==> config.mk <==
export PLATFORM = sky130hd
export DESIGN_NAME = kbd_disp_port
export DESIGN_NICKNAME = d
export VERILOG_FILES = /design/src/rtl/kdp_pkg.sv /design/src/rtl/kdp_decode.sv /design/src/rtl/kdp_in_chan.sv /design/src/rtl/kdp_out_chan.sv /design/src/rtl/kbd_disp_port.sv
export SDC_FILE = /design/constraint.sdc
export NUM_CORES = 1
export LEC_CHECK = 0
export CAP_MARGIN = 20
export CELL_PAD_IN_SITES_DETAIL_PLACEMENT = 0
export CELL_PAD_IN_SITES_GLOBAL_PLACEMENT = 2
export CORE_ASPECT_RATIO = 1.2
export CORE_MARGIN = 1.5
export CORE_UTILIZATION = 36
export CTS_CLUSTER_DIAMETER = 40
export CTS_CLUSTER_SIZE = 14
export DETAILED_ROUTE_END_ITERATION = 6
export DONT_BUFFER_PORTS = 1
export PLACE_DENSITY = 0.85
export SYNTH_ARGS = -nofsm -noshare
export SYNTH_HDL_FRONTEND = slang
export SYNTH_SLANG_ARGS = --single-unit
==> constraint.sdc <==
create_clock -name clk -period 3.2 [get_ports clk]
set_clock_uncertainty 0.05 [all_clocks]
set_input_delay 0.16 -clock clk [delete_from_list [all_inputs] [get_ports clk]]
set_output_delay 0.16 -clock clk [all_outputs]
set_load 0.01 [all_outputs]
==> src/rtl/kdp_pkg.sv <==
package kdp_pkg;

    typedef enum logic [1:0] {
        SEL_KIN  = 2'd0,
        SEL_DOUT = 2'd1,
        SEL_STAT = 2'd2,
        SEL_CTRL = 2'd3
    } reg_sel_e;

    typedef enum logic {
        IN_EMPTY = 1'b0,
        IN_FULL  = 1'b1
    } in_state_e;

    typedef enum logic {
        OUT_EMPTY = 1'b0,
        OUT_FULL  = 1'b1
    } out_state_e;

    localparam int ST_IN_RDY  = 0;
    localparam int ST_OUT_RDY = 1;
    localparam int ST_KREQ    = 2;
    localparam int ST_DREQ    = 3;
    localparam int ST_OVR     = 4;
    localparam int CT_KEN     = 0;
    localparam int CT_DEN     = 1;

endpackage

==> src/rtl/kdp_decode.sv <==
module kdp_decode
    import kdp_pkg::*;
#(
    parameter int              ADDR_W    = 16,
    parameter logic [15:0]     BASE_ADDR = 16'h0F40
) (
    input  logic [ADDR_W-1:0] addr,
    input  logic              rd,
    input  logic              wr,
    output logic              hit,
    output reg_sel_e          sel,
    output logic              rd_kin,
    output logic              wr_dout,
    output logic              wr_stat,
    output logic              wr_ctrl
);
    localparam int TAG_LSB = 4;
    localparam logic [ADDR_W-1:0] BASE_W = ADDR_W'(BASE_ADDR);

    logic unused_low;
    assign unused_low = ^addr[1:0];

    always_comb begin
        hit     = (addr[ADDR_W-1:TAG_LSB] == BASE_W[ADDR_W-1:TAG_LSB]);
        sel     = reg_sel_e'(addr[3:2]);
        rd_kin  = 1'b0;
        wr_dout = 1'b0;
        wr_stat = 1'b0;
        wr_ctrl = 1'b0;
        if (hit) begin
            unique case (sel)
                SEL_KIN:  rd_kin  = rd;
                SEL_DOUT: wr_dout = wr;
                SEL_STAT: wr_stat = wr;
                SEL_CTRL: wr_ctrl = wr;
            endcase
        end
    end
endmodule

==> src/rtl/kdp_in_chan.sv <==
module kdp_in_chan
    import kdp_pkg::*;
#(
    parameter int DATA_W = 8
) (
    input  logic              clk,
    input  logic              rst_n,
    input  logic              en,
    input  logic              kb_valid,
    input  logic [DATA_W-1:0] kb_char,
    output logic              kb_ready,
    input  logic              rd_take,
    input  logic              ovr_clr,
    output logic              full,
    output logic [DATA_W-1:0] data,
    output logic              overrun
);
    in_state_e state_q, state_d;
    logic      xfer;
    logic      load;
    logic      drop;

    assign kb_ready = en;
    assign xfer     = kb_valid && en;

    // State register
    always_ff @(posedge clk) begin
        if (!rst_n) state_q <= IN_EMPTY;
        else        state_q <= state_d;
    end

    // Transitions and per-state outputs
    always_comb begin
        state_d = state_q;
        load    = 1'b0;
        drop    = 1'b0;
        unique case (state_q)
            IN_EMPTY: begin
                if (xfer) begin
                    load    = 1'b1;
                    state_d = IN_FULL;
                end
            end
            IN_FULL: begin
                if (rd_take && xfer) begin
                    load    = 1'b1;
                    state_d = IN_FULL;
                end else if (rd_take) begin
                    state_d = IN_EMPTY;
                end else if (xfer) begin
                    drop    = 1'b1;
                end
            end
        endcase
    end

    always_ff @(posedge clk) begin
        if (!rst_n) begin
            data    <= '0;
            overrun <= 1'b0;
        end else begin
            if (load) data <= kb_char;
            if (drop)         overrun <= 1'b1;
            else if (ovr_clr) overrun <= 1'b0;
        end
    end

    assign full = (state_q == IN_FULL);
endmodule

==> src/rtl/kdp_out_chan.sv <==
module kdp_out_chan
    import kdp_pkg::*;
#(
    parameter int DATA_W = 8
) (
    input  logic              clk,
    input  logic              rst_n,
    input  logic              en,
    input  logic              wr_put,
    input  logic [DATA_W-1:0] wdata,
    output logic              dp_valid,
    output logic [DATA_W-1:0] dp_char,
    input  logic              dp_ready,
    output logic              full
);
    out_state_e state_q, state_d;
    logic       load;

    // State register
    always_ff @(posedge clk) begin
        if (!rst_n) state_q <= OUT_EMPTY;
        else        state_q <= state_d;
    end

    // Transitions and per-state outputs
    always_comb begin
        state_d  = state_q;
        load     = 1'b0;
        dp_valid = 1'b0;
        unique case (state_q)
            OUT_EMPTY: begin
                if (wr_put) begin
                    load    = 1'b1;
                    state_d = OUT_FULL;
                end
            end
            OUT_FULL: begin
                dp_valid = en;
                if (en && dp_ready) state_d = OUT_EMPTY;
            end
        endcase
    end

    always_ff @(posedge clk) begin
        if (!rst_n)    dp_char <= '0;
        else if (load) dp_char <= wdata;
    end

    assign full = (state_q == OUT_FULL);
endmodule

==> src/rtl/kbd_disp_port.sv <==
module kbd_disp_port
    import kdp_pkg::*;
#(
    parameter int          ADDR_W    = 16,
    parameter int          DATA_W    = 8,
    parameter logic [15:0] BASE_ADDR = 16'h0F40
) (
    input  logic              clk,
    input  logic              rst_n,
    input  logic [ADDR_W-1:0] bus_addr,
    input  logic              bus_rd,
    input  logic              bus_wr,
    input  logic [DATA_W-1:0] bus_wdata,
    output logic [DATA_W-1:0] bus_rdata,
    input  logic              kb_valid,
    input  logic [DATA_W-1:0] kb_char,
    output logic              kb_ready,
    output logic              dp_valid,
    output logic [DATA_W-1:0] dp_char,
    input  logic              dp_ready,
    output logic              irq
);
    localparam int ST_W = ST_OVR + 1;
    localparam int CT_W = CT_DEN + 1;

    logic           dec_hit;
    reg_sel_e       dec_sel;
    logic           rd_kin, wr_dout, wr_stat, wr_ctrl;
    logic           in_full, out_full, overrun;
    logic [DATA_W-1:0] in_data;
    logic [CT_W-1:0]   ctrl_q;
    logic [ST_W-1:0]   status;
    logic           ken, den;
    logic           unused_wd;

    assign unused_wd = ^{bus_wdata[DATA_W-1:ST_W], bus_wdata[ST_OVR-1:CT_W]};

    kdp_decode #(.ADDR_W(ADDR_W), .BASE_ADDR(BASE_ADDR)) u_dec (
        .addr    (bus_addr),
        .rd      (bus_rd),
        .wr      (bus_wr),
        .hit     (dec_hit),
        .sel     (dec_sel),
        .rd_kin  (rd_kin),
        .wr_dout (wr_dout),
        .wr_stat (wr_stat),
        .wr_ctrl (wr_ctrl)
    );

    always_ff @(posedge clk) begin
        if (!rst_n)       ctrl_q <= '0;
        else if (wr_ctrl) ctrl_q <= bus_wdata[CT_W-1:0];
    end
    assign ken = ctrl_q[CT_KEN];
    assign den = ctrl_q[CT_DEN];

    kdp_in_chan #(.DATA_W(DATA_W)) u_in (
        .clk      (clk),
        .rst_n    (rst_n),
        .en       (ken),
        .kb_valid (kb_valid),
        .kb_char  (kb_char),
        .kb_ready (kb_ready),
        .rd_take  (rd_kin),
        .ovr_clr  (wr_stat && bus_wdata[ST_OVR]),
        .full     (in_full),
        .data     (in_data),
        .overrun  (overrun)
    );

    kdp_out_chan #(.DATA_W(DATA_W)) u_out (
        .clk      (clk),
        .rst_n    (rst_n),
        .en       (den),
        .wr_put   (wr_dout),
        .wdata    (bus_wdata),
        .dp_valid (dp_valid),
        .dp_char  (dp_char),
        .dp_ready (dp_ready),
        .full     (out_full)
    );

    always_comb begin
        status             = '0;
        status[ST_IN_RDY]  = in_full;
        status[ST_OUT_RDY] = !out_full;
        status[ST_KREQ]    = in_full && ken;
        status[ST_DREQ]    = !out_full && den;
        status[ST_OVR]     = overrun;
    end

    assign irq = status[ST_KREQ] || status[ST_DREQ];

    always_comb begin
        bus_rdata = '0;
        if (dec_hit && bus_rd) begin
            unique case (dec_sel)
                SEL_KIN:  bus_rdata = in_data;
                SEL_DOUT: bus_rdata = '0;
                SEL_STAT: bus_rdata = DATA_W'(status);
                SEL_CTRL: bus_rdata = DATA_W'(ctrl_q);
            endcase
        end
    end
endmodule

==> results of run 1 <==
cells in the mapped netlist, drive strengths merged (3+ instances only):
master  instances
a21oi           3
nand3          10
and2            5
nand2          13
nor2            5
mux2i          12
clkbuf          8
nand4          22
buf             5
or3             8
nor2b          11
dfxtp          21
nand4b          8
per-stage QoR:
stage                     hold slack, ps  total power, uW  std cells  instance area (um^2)
after CTS                           10.6              460        179                  1300
after global routing                21.6              470        179                  1300
after floorplan                      276              289        149                  1240
final                               14.1              453        179                  1300
after detailed placement             250              279        173                  1240
after global placement               242              279        173                  1240
state kept, by name, indices dropped and copies added, names as in the netlist:
name           count
u_out.full         1
u_out.dp_char      8
u_in.full          1
ctrl_q             2
u_in.data          8
u_in.overrun       1
report_power, final:
| group | switching (uW) | total [uW] | internal (uW) |
|---|---|---|---|
| Clock | 88.7 | 175 | 86.7 |
| Combinational | 5.78 | 16.2 | 10.4 |
| Sequential | 0.00721 | 261 | 261 |
| Total | 94.5 | 453 | 358 |
worst paths after layout:
path                      endpoint  slack (ps)  depth (start not counted)
setup / recovery      bus_rdata[0]        1420                          4
hold / removal        u_in.data[7]          10                          2
setup reg to reg  u_out.dp_char[3]        1510                          4
hold reg to reg       u_in.overrun         410                          2
layer usage:
layer  part of all wire  GRT usage  wire (um)
met2               0.47      0.257       1370
met1               0.44      0.192       1280
met5                  0          0          0
met3              0.091     0.0460        267
met4             0.0048     0.0446         14
cell type report:
type	instances	area [um^2]	share of cell area
multi-input combinational	114	767	0.588
clock inverter	1	5.00	0.00384
clock buffer	3	41.3	0.0317
sequential	21	420	0.322
timing repair buffer	2	20.0	0.0154
inverter	1	3.75	0.00288
tap	37	46.3	0.0355
worst max-delay path, cell delays in order (launching register included):
cell     delay, ps
dfxtp_1        760
mux2i_1        160
nor2_1         120
a31oi_1         40
nor2_1         230
kinds of logic after synthesis:
| group | count (synthesis) | share of synthesized area |
|---|---|---|
| buffers and inverters | 14 | 0.0453 |
| AND/OR/NAND/NOR | 94 | 0.482 |
| multiplexers | 12 | 0.0966 |
| flip-flops | 21 | 0.338 |
| AO/OA/AOI/OAI | 8 | 0.0382 |
==> impl_metrics.yaml, run 1 <==
clock_network:
  clockRootBuffer: "clkbuf_8"
  cts_tree: "done"
  cts_buffer_depth: 2
  htreeDepth: 1
  worstSkewPairLatency_ps: 260
  cts_setup_buffers: 0
  clk_pin_slew_ps: 80
  cts_buffers: 3
  cts_repair_resize_count: 0
  hold_buffers: 2
  clkSinkCount: 21
die:
  fp.dieW_um: 56.7
  die_h_um: 67.4
  dieArea_um2: 3820
  core.rowCount: 23
  initial_core_util: 0.376
  core_area_um2: 3310
  ios: 57
detailed_routing:
  wl_um: 2940
  num_vias: 1081
  vias_per_cell: 6.04
  drt-initial-drc-count: 39
  antenna_left: 0
  drcViolationCount: 0
  drt_pass1_iterations: 4
  wire_per_inst_um: 16.4
critical_path:
  crit_fanout: 21
  startpoint: "u_in.full"
  worst_ep_arrival_time_ps: 1570
  reg2reg_from: "u_out.full"
  cp-end-kind: "output pin"
  path_class: "register to output pin"
  critPathLaunchType: "register"
  crit_required_ps: 2990
synth:
  synth_area_leaders: "dfxtp_1 34%, nand4_1 11%, mux2i_1 9.7%"
  synth_fp_nets: 187
  netlist_instances: 149
  synthDominantCellAreaShare: 0.338
  ys_seq_elements: 21
  synthArstFlopShare: 0
  avgSynthCellArea_um2: 8.35
  yosysSeqAreaShare: 0.338
  synth_area_um2: 1240
  ys_warn_count: 0
  ys_types: 31
  synth_top_area_cell: "dfxtp_1"
  synth_edf_count: 0
  synth_flop_cell: "dfxtp_1"
global_routing:
  grt_use_total: 0.154
  grt_pass1_vias: 948
  overflow: 0
  antenna_found_initial: 0
  grt_pass1_wl_um: 4640
  grt_max_degree: 35
placement:
  io_buffers: 0
  dp_hpwl_um: 2050
  gp_congestion: 0.815
  pre_cts_ws_ps: 1450
timing:
  clock.fmax_ghz: 0.562
  rsz0062_at_grt: "no"
  worstMarginPinSlew_ps: 673
  setup_tns_ps: 0
  relSlewSlack: 0.551
  period_share: 0.556
  setup_ws_ps: 1420
  finalMaxSlewViolations: 0
  min_period_ps: 1780
  finalHoldViolCount: 0
  final-setup-viol-count: 0
min_path:
  hold_start: "rst_n"
  hold_path_class: "primary input to register"
pwr:
  leakagePower_uw: 0.000493
  peakVddDrop_uv: 226
  p_per_area_nw_per_um2: 347
run_status:
  status: "finished clean"
layout:
  utilization: 0.394
  area_growth_pct: 4.83
  final_cell_mix: "21 x nand4_1, 21 x dfxtp_1, 13 x nand2_1"
  fill_cells: 336
  nets: 181
  drive_above_1_share: 0.0563
  n_antenna_cell: 0
job:
  maxCapViolCount: 0
Power figures use the tool's default switching activity.
==> run 2, diff against run 1 <==
--- a/config.mk
+++ b/config.mk
@@ -5,17 +5,18 @@
 export SDC_FILE = /design/constraint.sdc
 export NUM_CORES = 1
 export LEC_CHECK = 0
+export ABC_AREA = 1
 export CAP_MARGIN = 20
 export CELL_PAD_IN_SITES_DETAIL_PLACEMENT = 0
 export CELL_PAD_IN_SITES_GLOBAL_PLACEMENT = 2
 export CORE_ASPECT_RATIO = 1.2
 export CORE_MARGIN = 1.5
-export CORE_UTILIZATION = 36
+export CORE_UTILIZATION = 27
 export CTS_CLUSTER_DIAMETER = 40
 export CTS_CLUSTER_SIZE = 14
 export DETAILED_ROUTE_END_ITERATION = 6
 export DONT_BUFFER_PORTS = 1
-export PLACE_DENSITY = 0.85
+export PLACE_DENSITY = 0.75
 export SYNTH_ARGS = -nofsm -noshare
 export SYNTH_HDL_FRONTEND = slang
 export SYNTH_SLANG_ARGS = --single-unit
==> constraint.sdc (replaced) <==
create_clock -name clk -period 1.5 [get_ports clk]
set_clock_uncertainty 0.05 [all_clocks]
set_input_delay 0.075 -clock clk [delete_from_list [all_inputs] [get_ports clk]]
set_output_delay 0.075 -clock clk [all_outputs]
set_load 0.01 [all_outputs]
==> run 2 against run 1 <==
Wire length grew 8.9%; critical path depth grew 1; final cell count grew 48%; cell area grew 16%; critical path type unchanged.
==> impl_metrics.yaml, run 2 <==
placement:
  pre_cts_ws_ps: 165
  dp_hpwl_um: 2420
  gp_congestion: 0.799
  io_buffers: 0
timing:
  worstMarginPinSlew_ps: 624
  rsz0062_at_grt: "no"
  min_period_ps: 1370
  period_share: 0.912
  relSlewSlack: 0.583
  finalHoldViolCount: 0
  final-setup-viol-count: 0
  setup_tns_ps: 0
  setup_ws_ps: 132
  finalMaxSlewViolations: 0
  clock.fmax_ghz: 0.731
synth:
  synth_flop_cell: "dfxtp_1"
  yosysSeqAreaShare: 0.346
  synth_mux_area_frac: 0
  synth_fa_ha_area_frac: 0
  synth_compound_area_frac: 0.0999
  synth_top_cells_by_count: "40 x nand2_1, 33 x inv_1, 30 x nor2_1"
  synth_edf_count: 0
  synth_top_area_cell: "dfxtp_1"
  ys_seq_elements: 21
  synth_top_family_by_area: "simple AND/OR/NAND/NOR gates"
  synthDominantCellAreaShare: 0.346
  synth_simple_gate_area_frac: 0.412
  synthArstFlopShare: 0
  ys_warn_count: 0
  synth_area_um2: 1210
  synth_fp_nets: 226
  avgSynthCellArea_um2: 6.46
  netlist_instances: 188
  yosysMostFrequentCell: "nand2_1"
  synthXorXnorAreaFrac: 0
  synth_area_leaders: "dfxtp_1 35%, nand2_1 12%, inv_1 10%"
  ys_types: 25
critical_path:
  crit_required_ps: 1370
  cp-end-kind: "output pin"
  worst_ep_arrival_time_ps: 1240
  rr_worst_depth: 7
  crit_fanout: 4
  startpoint: "ctrl_q[0]"
  critPathLaunchType: "register"
  path_class: "register to output pin"
  timing.rr.end: "u_out.dp_char[5]"
  crit_path_end: "bus_rdata[0]"
  r2r_slack_ps: 180
  reg2reg_from: "u_out.full"
detailed_routing:
  routed.top_layer: "met4"
  drt_pass1_iterations: 4
  antenna_left: 0
  wire_per_inst_um: 12.1
  drcViolationCount: 0
  drt-met1-wl_um: 1350
  wl_met3_um: 240
  num_vias: 1217
  vias_per_cell: 4.59
  wl_um: 3200
  wl_met2_um: 1550
  drt-initial-drc-count: 21
pwr:
  leakagePower_uw: 0.000641
  p_per_area_nw_per_um2: 687
  peakVddDrop_uv: 362
clock_network:
  cts_setup_buffers: 0
  cts_buffers: 3
  clockRootBuffer: "clkbuf_8"
  worstSkewPairLatency_ps: 260
  cts_buffer_depth: 2
  htreeDepth: 1
  cts_tree: "done"
  clk_pin_slew_ps: 80
  clkSinkCount: 21
layout:
  largestRegisters: "u_in.data: 8 flops, u_out.dp_char: 8 flops, ctrl_q: 2 flops"
  final_common_cell: "nand2_1"
  nets: 248
  final_cell_mix: "40 x nand2_1, 33 x inv_1, 30 x nor2_1"
  n_antenna_cell: 0
  drive_above_1_share: 0.0861
  area_growth_pct: 24.1
die:
  core.rowCount: 26
  die_h_um: 76.5
  ios: 57
  fp.dieW_um: 64.2
  dieArea_um2: 4910
  core_area_um2: 4290
  initial_core_util: 0.283
global_routing:
  overflow: 0
  antenna_found_initial: 0
  grt_pass1_vias: 1226
  grt_use_total: 0.131
  grt_pass1_wl_um: 5220
  grt_max_degree: 18
min_path:
  hold_path_class: "primary input to register"
run_status:
  status: "finished clean"
job:
  maxCapViolCount: 0
run 2: changes by cell type after synthesis, moves of 11 or more:
cell,change
mux2i_1,-12
nand4_1,-19
nor2b_1,-11
inv_1,+32
nor2_1,+25
nand2_1,+27
a21oi_1,+13
run 2: worst max-delay path: stages, from the launching register on:
cell     delay [ps]
dfxtp_1         350
buf_4           160
inv_1            70
o22ai_1         160
a21oi_1          60
nor2_1          190
run 2: where the power goes:
part           switching [uW]  internal [uW]  total, uW
Combinational            52.6           51.0        104
Clock                     190            185        375
Sequential             0.0192            557        557
run 2: repair_timing:
| action | in CTS | in global routing |
|---|---|---|
| resized for setup | 0 | 1 |
| setup endpoints to repair | 0 | 2 |
| hold endpoints to repair | 21 | 0 |
| hold buffers | 19 | 0 |
run 2: routing by layer:
metal / up-vias / GRT usage
met3: 6 / 0.0384
li1: 631 / -
met4: 0 / 0.0468
met2: 38 / 0.228
met1: 542 / 0.149
met5: - / 0
run 2: area by class of cell:
| class | instances | area, um^2 |
|---|---|---|
| tap | 56 | 70.1 |
| inverter | 36 | 135 |
| timing repair buffer | 21 | 205 |
| clock inverter | 1 | 5.00 |
| clock buffer | 3 | 41.3 |
| fill | 508 | 2790 |
| sequential | 21 | 420 |
| multi-input combinational | 127 | 631 |
run 2: worst min path at each step:
stage | cells past startpoint | startpoint | endpoint | slack (ps)
6_report | 3 | bus_wdata[4] | u_in.overrun | 40
5_1_grt | 3 | bus_wdata[4] | u_in.overrun | 60
4_1_cts | 3 | bus_wdata[4] | u_in.overrun | 40
3_5_place_dp | 2 | rst_n | u_out.dp_char[5] | 150
3_3_place_gp | 2 | rst_n | u_in.data[7] | 150
2_1_floorplan | 2 | bus_wdata[0] | u_out.dp_char[0] | 170
run 2: kinds of logic (layout without fill, tap and decap cells):
| kind of cell | after synthesis | count (layout) |
|---|---|---|
| simple gates | 105 | 105 |
| buf+inv | 40 | 61 |
| compound gates | 22 | 22 |
| flops | 21 | 21 |
run 2: metrics by stage:
step / instance area [um^2] / power [uW] / instances / hold WS (ps) / util
floorplan: 1210 / 621 / 188 / 167 / -
global placement: 1260 / 624 / 242 / 149 / 0.294
detailed placement: 1260 / 625 / 242 / 151 / 0.294
CTS: 1500 / 1050 / 265 / 38.8 / 0.349
global route: 1510 / 1080 / 265 / 56.7 / 0.351
finish: 1510 / 1040 / 265 / 36.9 / 0.351
==> run 3, diff against run 2 <==
--- a/config.mk
+++ b/config.mk
@@ -17,6 +17,7 @@
 export DETAILED_ROUTE_END_ITERATION = 6
 export DONT_BUFFER_PORTS = 1
 export PLACE_DENSITY = 0.75
+export RECOVER_POWER = 100
 export SYNTH_ARGS = -nofsm -noshare
 export SYNTH_HDL_FRONTEND = slang
 export SYNTH_SLANG_ARGS = --single-unit
==> run 3 against run 2 <==
Via count fell by 0.58%; combinational power barely moved; setup slack improved by 1.1 ps; final cell count did not move; hold slack improved by 1.6 ps; global-route usage did not move; largest cell class unchanged; power fell by 0.36%; die area did not move; core utilization fell by 0.44 points; register-to-register slack barely moved.
==> impl_metrics.yaml, run 3 (synthesized netlist as in run 2, its figures left out) <==
run_status:
  status: "finished clean"
detailed_routing:
  wire_per_inst_um: 12.1
  num_vias: 1210
  wl_um: 3200
  drt-initial-drc-count: 20
  drt_pass1_iterations: 4
  antenna_left: 0
  drcViolationCount: 0
  vias_per_cell: 4.57
clock_network:
  clockRootBuffer: "clkbuf_8"
  clk_pin_slew_ps: 80
  cts_tree: "done"
  cts_buffers: 3
  htreeDepth: 1
  clkSinkCount: 21
  worstSkewPairLatency_ps: 250
  cts_buffer_depth: 2
min_path:
  hold_end: "u_in.overrun"
  hold_path_class: "primary input to register"
  holdPathStages: 3
  hold_start: "bus_wdata[4]"
pwr:
  leakagePower_uw: 0.000638
  p_per_area_nw_per_um2: 693
  power_uw: 1030
  peakVddDrop_uv: 362
timing:
  min_period_ps: 1370
  setup_tns_ps: 0
  worstMarginPinSlew_ps: 624
  setup_ws_ps: 133
  clock.fmax_ghz: 0.731
  period_share: 0.911
  rsz0062_at_grt: "no"
  finalHoldViolCount: 0
  fin_hold_ws_ps: 38.6
  final-setup-viol-count: 0
  relSlewSlack: 0.583
  finalMaxSlewViolations: 0
die:
  die_h_um: 76.5
  core.rowCount: 26
  initial_core_util: 0.283
  ios: 57
  core_area_um2: 4290
  fp.dieW_um: 64.2
  dieArea_um2: 4910
layout:
  n_antenna_cell: 0
  area_growth_pct: 22.6
  layoutNonFillerInstCount: 265
  final_common_cell: "nand2_1"
  nets: 248
  final_cell_mix: "40 x nand2_1, 33 x inv_1, 30 x nor2_1"
  drive_above_1_share: 0.0813
  largestRegisters: "u_in.data: 8 flops, u_out.dp_char: 8 flops, ctrl_q: 2 flops"
global_routing:
  grt_max_degree: 18
  grt_pass1_vias: 1226
  overflow: 0
  antenna_found_initial: 0
  grt_use_total: 0.131
  grt_pass1_wl_um: 5220
critical_path:
  path_class: "register to output pin"
  cp-end-kind: "output pin"
  worst_ep_arrival_time_ps: 1240
  critPathLaunchType: "register"
  r2r_slack_ps: 170
  timing.rr.end: "u_out.dp_char[5]"
  crit_fanout: 4
  rr_worst_depth: 7
  crit_required_ps: 1370
  reg2reg_from: "u_out.full"
placement:
  dp_hpwl_um: 2420
  gp_congestion: 0.799
  pre_cts_ws_ps: 165
  io_buffers: 0
  dp_cells: 242
job:
  maxCapViolCount: 0
==> run 3: cell counts in the layout (fill, tap and decap cells not counted) <==
No cell type changed its count.
==> run 3: through the flow <==
step,util,area (um^2)
5_1_grt,0.347,1490
4_1_cts,0.349,1500
6_report,0.347,1490
2_1_floorplan,-,1210
3_5_place_dp,0.294,1260
3_3_place_gp,0.294,1260
==> run 3: area by class of cell <==
| type | count | area, um^2 |
|---|---|---|
| Fill cell | 512 | 2810 |
| Clock inverter | 1 | 5.00 |
| Inverter | 36 | 135 |
| Timing Repair Buffer | 21 | 205 |
| Sequential cell | 21 | 420 |
| Multi-Input combinational cell | 127 | 612 |
| Clock buffer | 3 | 41.3 |
| Tap cell | 56 | 70.1 |
==> run 3: per-layer routing <==
| layer | GRT usage | share of wire | up-vias |
|---|---|---|---|
| met5 | 0 | 0 | - |
| met4 | 0.0468 | 0.010 | 0 |
| met3 | 0.0384 | 0.073 | 4 |
| met2 | 0.228 | 0.49 | 36 |
| met1 | 0.149 | 0.43 | 541 |
| li1 | - | - | 629 |
==> run 3: what timing repair did <==
action	4_1_cts	5_1_grt
endpoints found under the hold margin	21	0
resized for setup	0	1
setup buffers	0	0
hold buffers	19	0
setup endpoints to repair	0	2
==> run 3: where the power goes <==
part | leakage [uW] | switching [uW] | internal, uW
logic | 0.000444 | 51.2 | 50.5
registers | 0.000169 | 0.0192 | 557
clock network | 0.0000255 | 188 | 185
==> run 3: how the worst max path moves through the flow <==
stage                from               end
6_report        ctrl_q[0]      bus_rdata[0]
5_1_grt        u_out.full  u_out.dp_char[2]
3_5_place_dp   u_out.full  u_out.dp_char[7]
3_3_place_gp   u_out.full  u_out.dp_char[7]
4_1_cts         ctrl_q[0]      bus_rdata[0]
2_1_floorplan  u_out.full  u_out.dp_char[0]
==> run 3: critical path, stage by stage (launching register included) <==
cell,delay (ps)
dfxtp_1,350
buf_4,160
inv_1,70
o22ai_1,160
a21oi_1,60
nor2_1,190
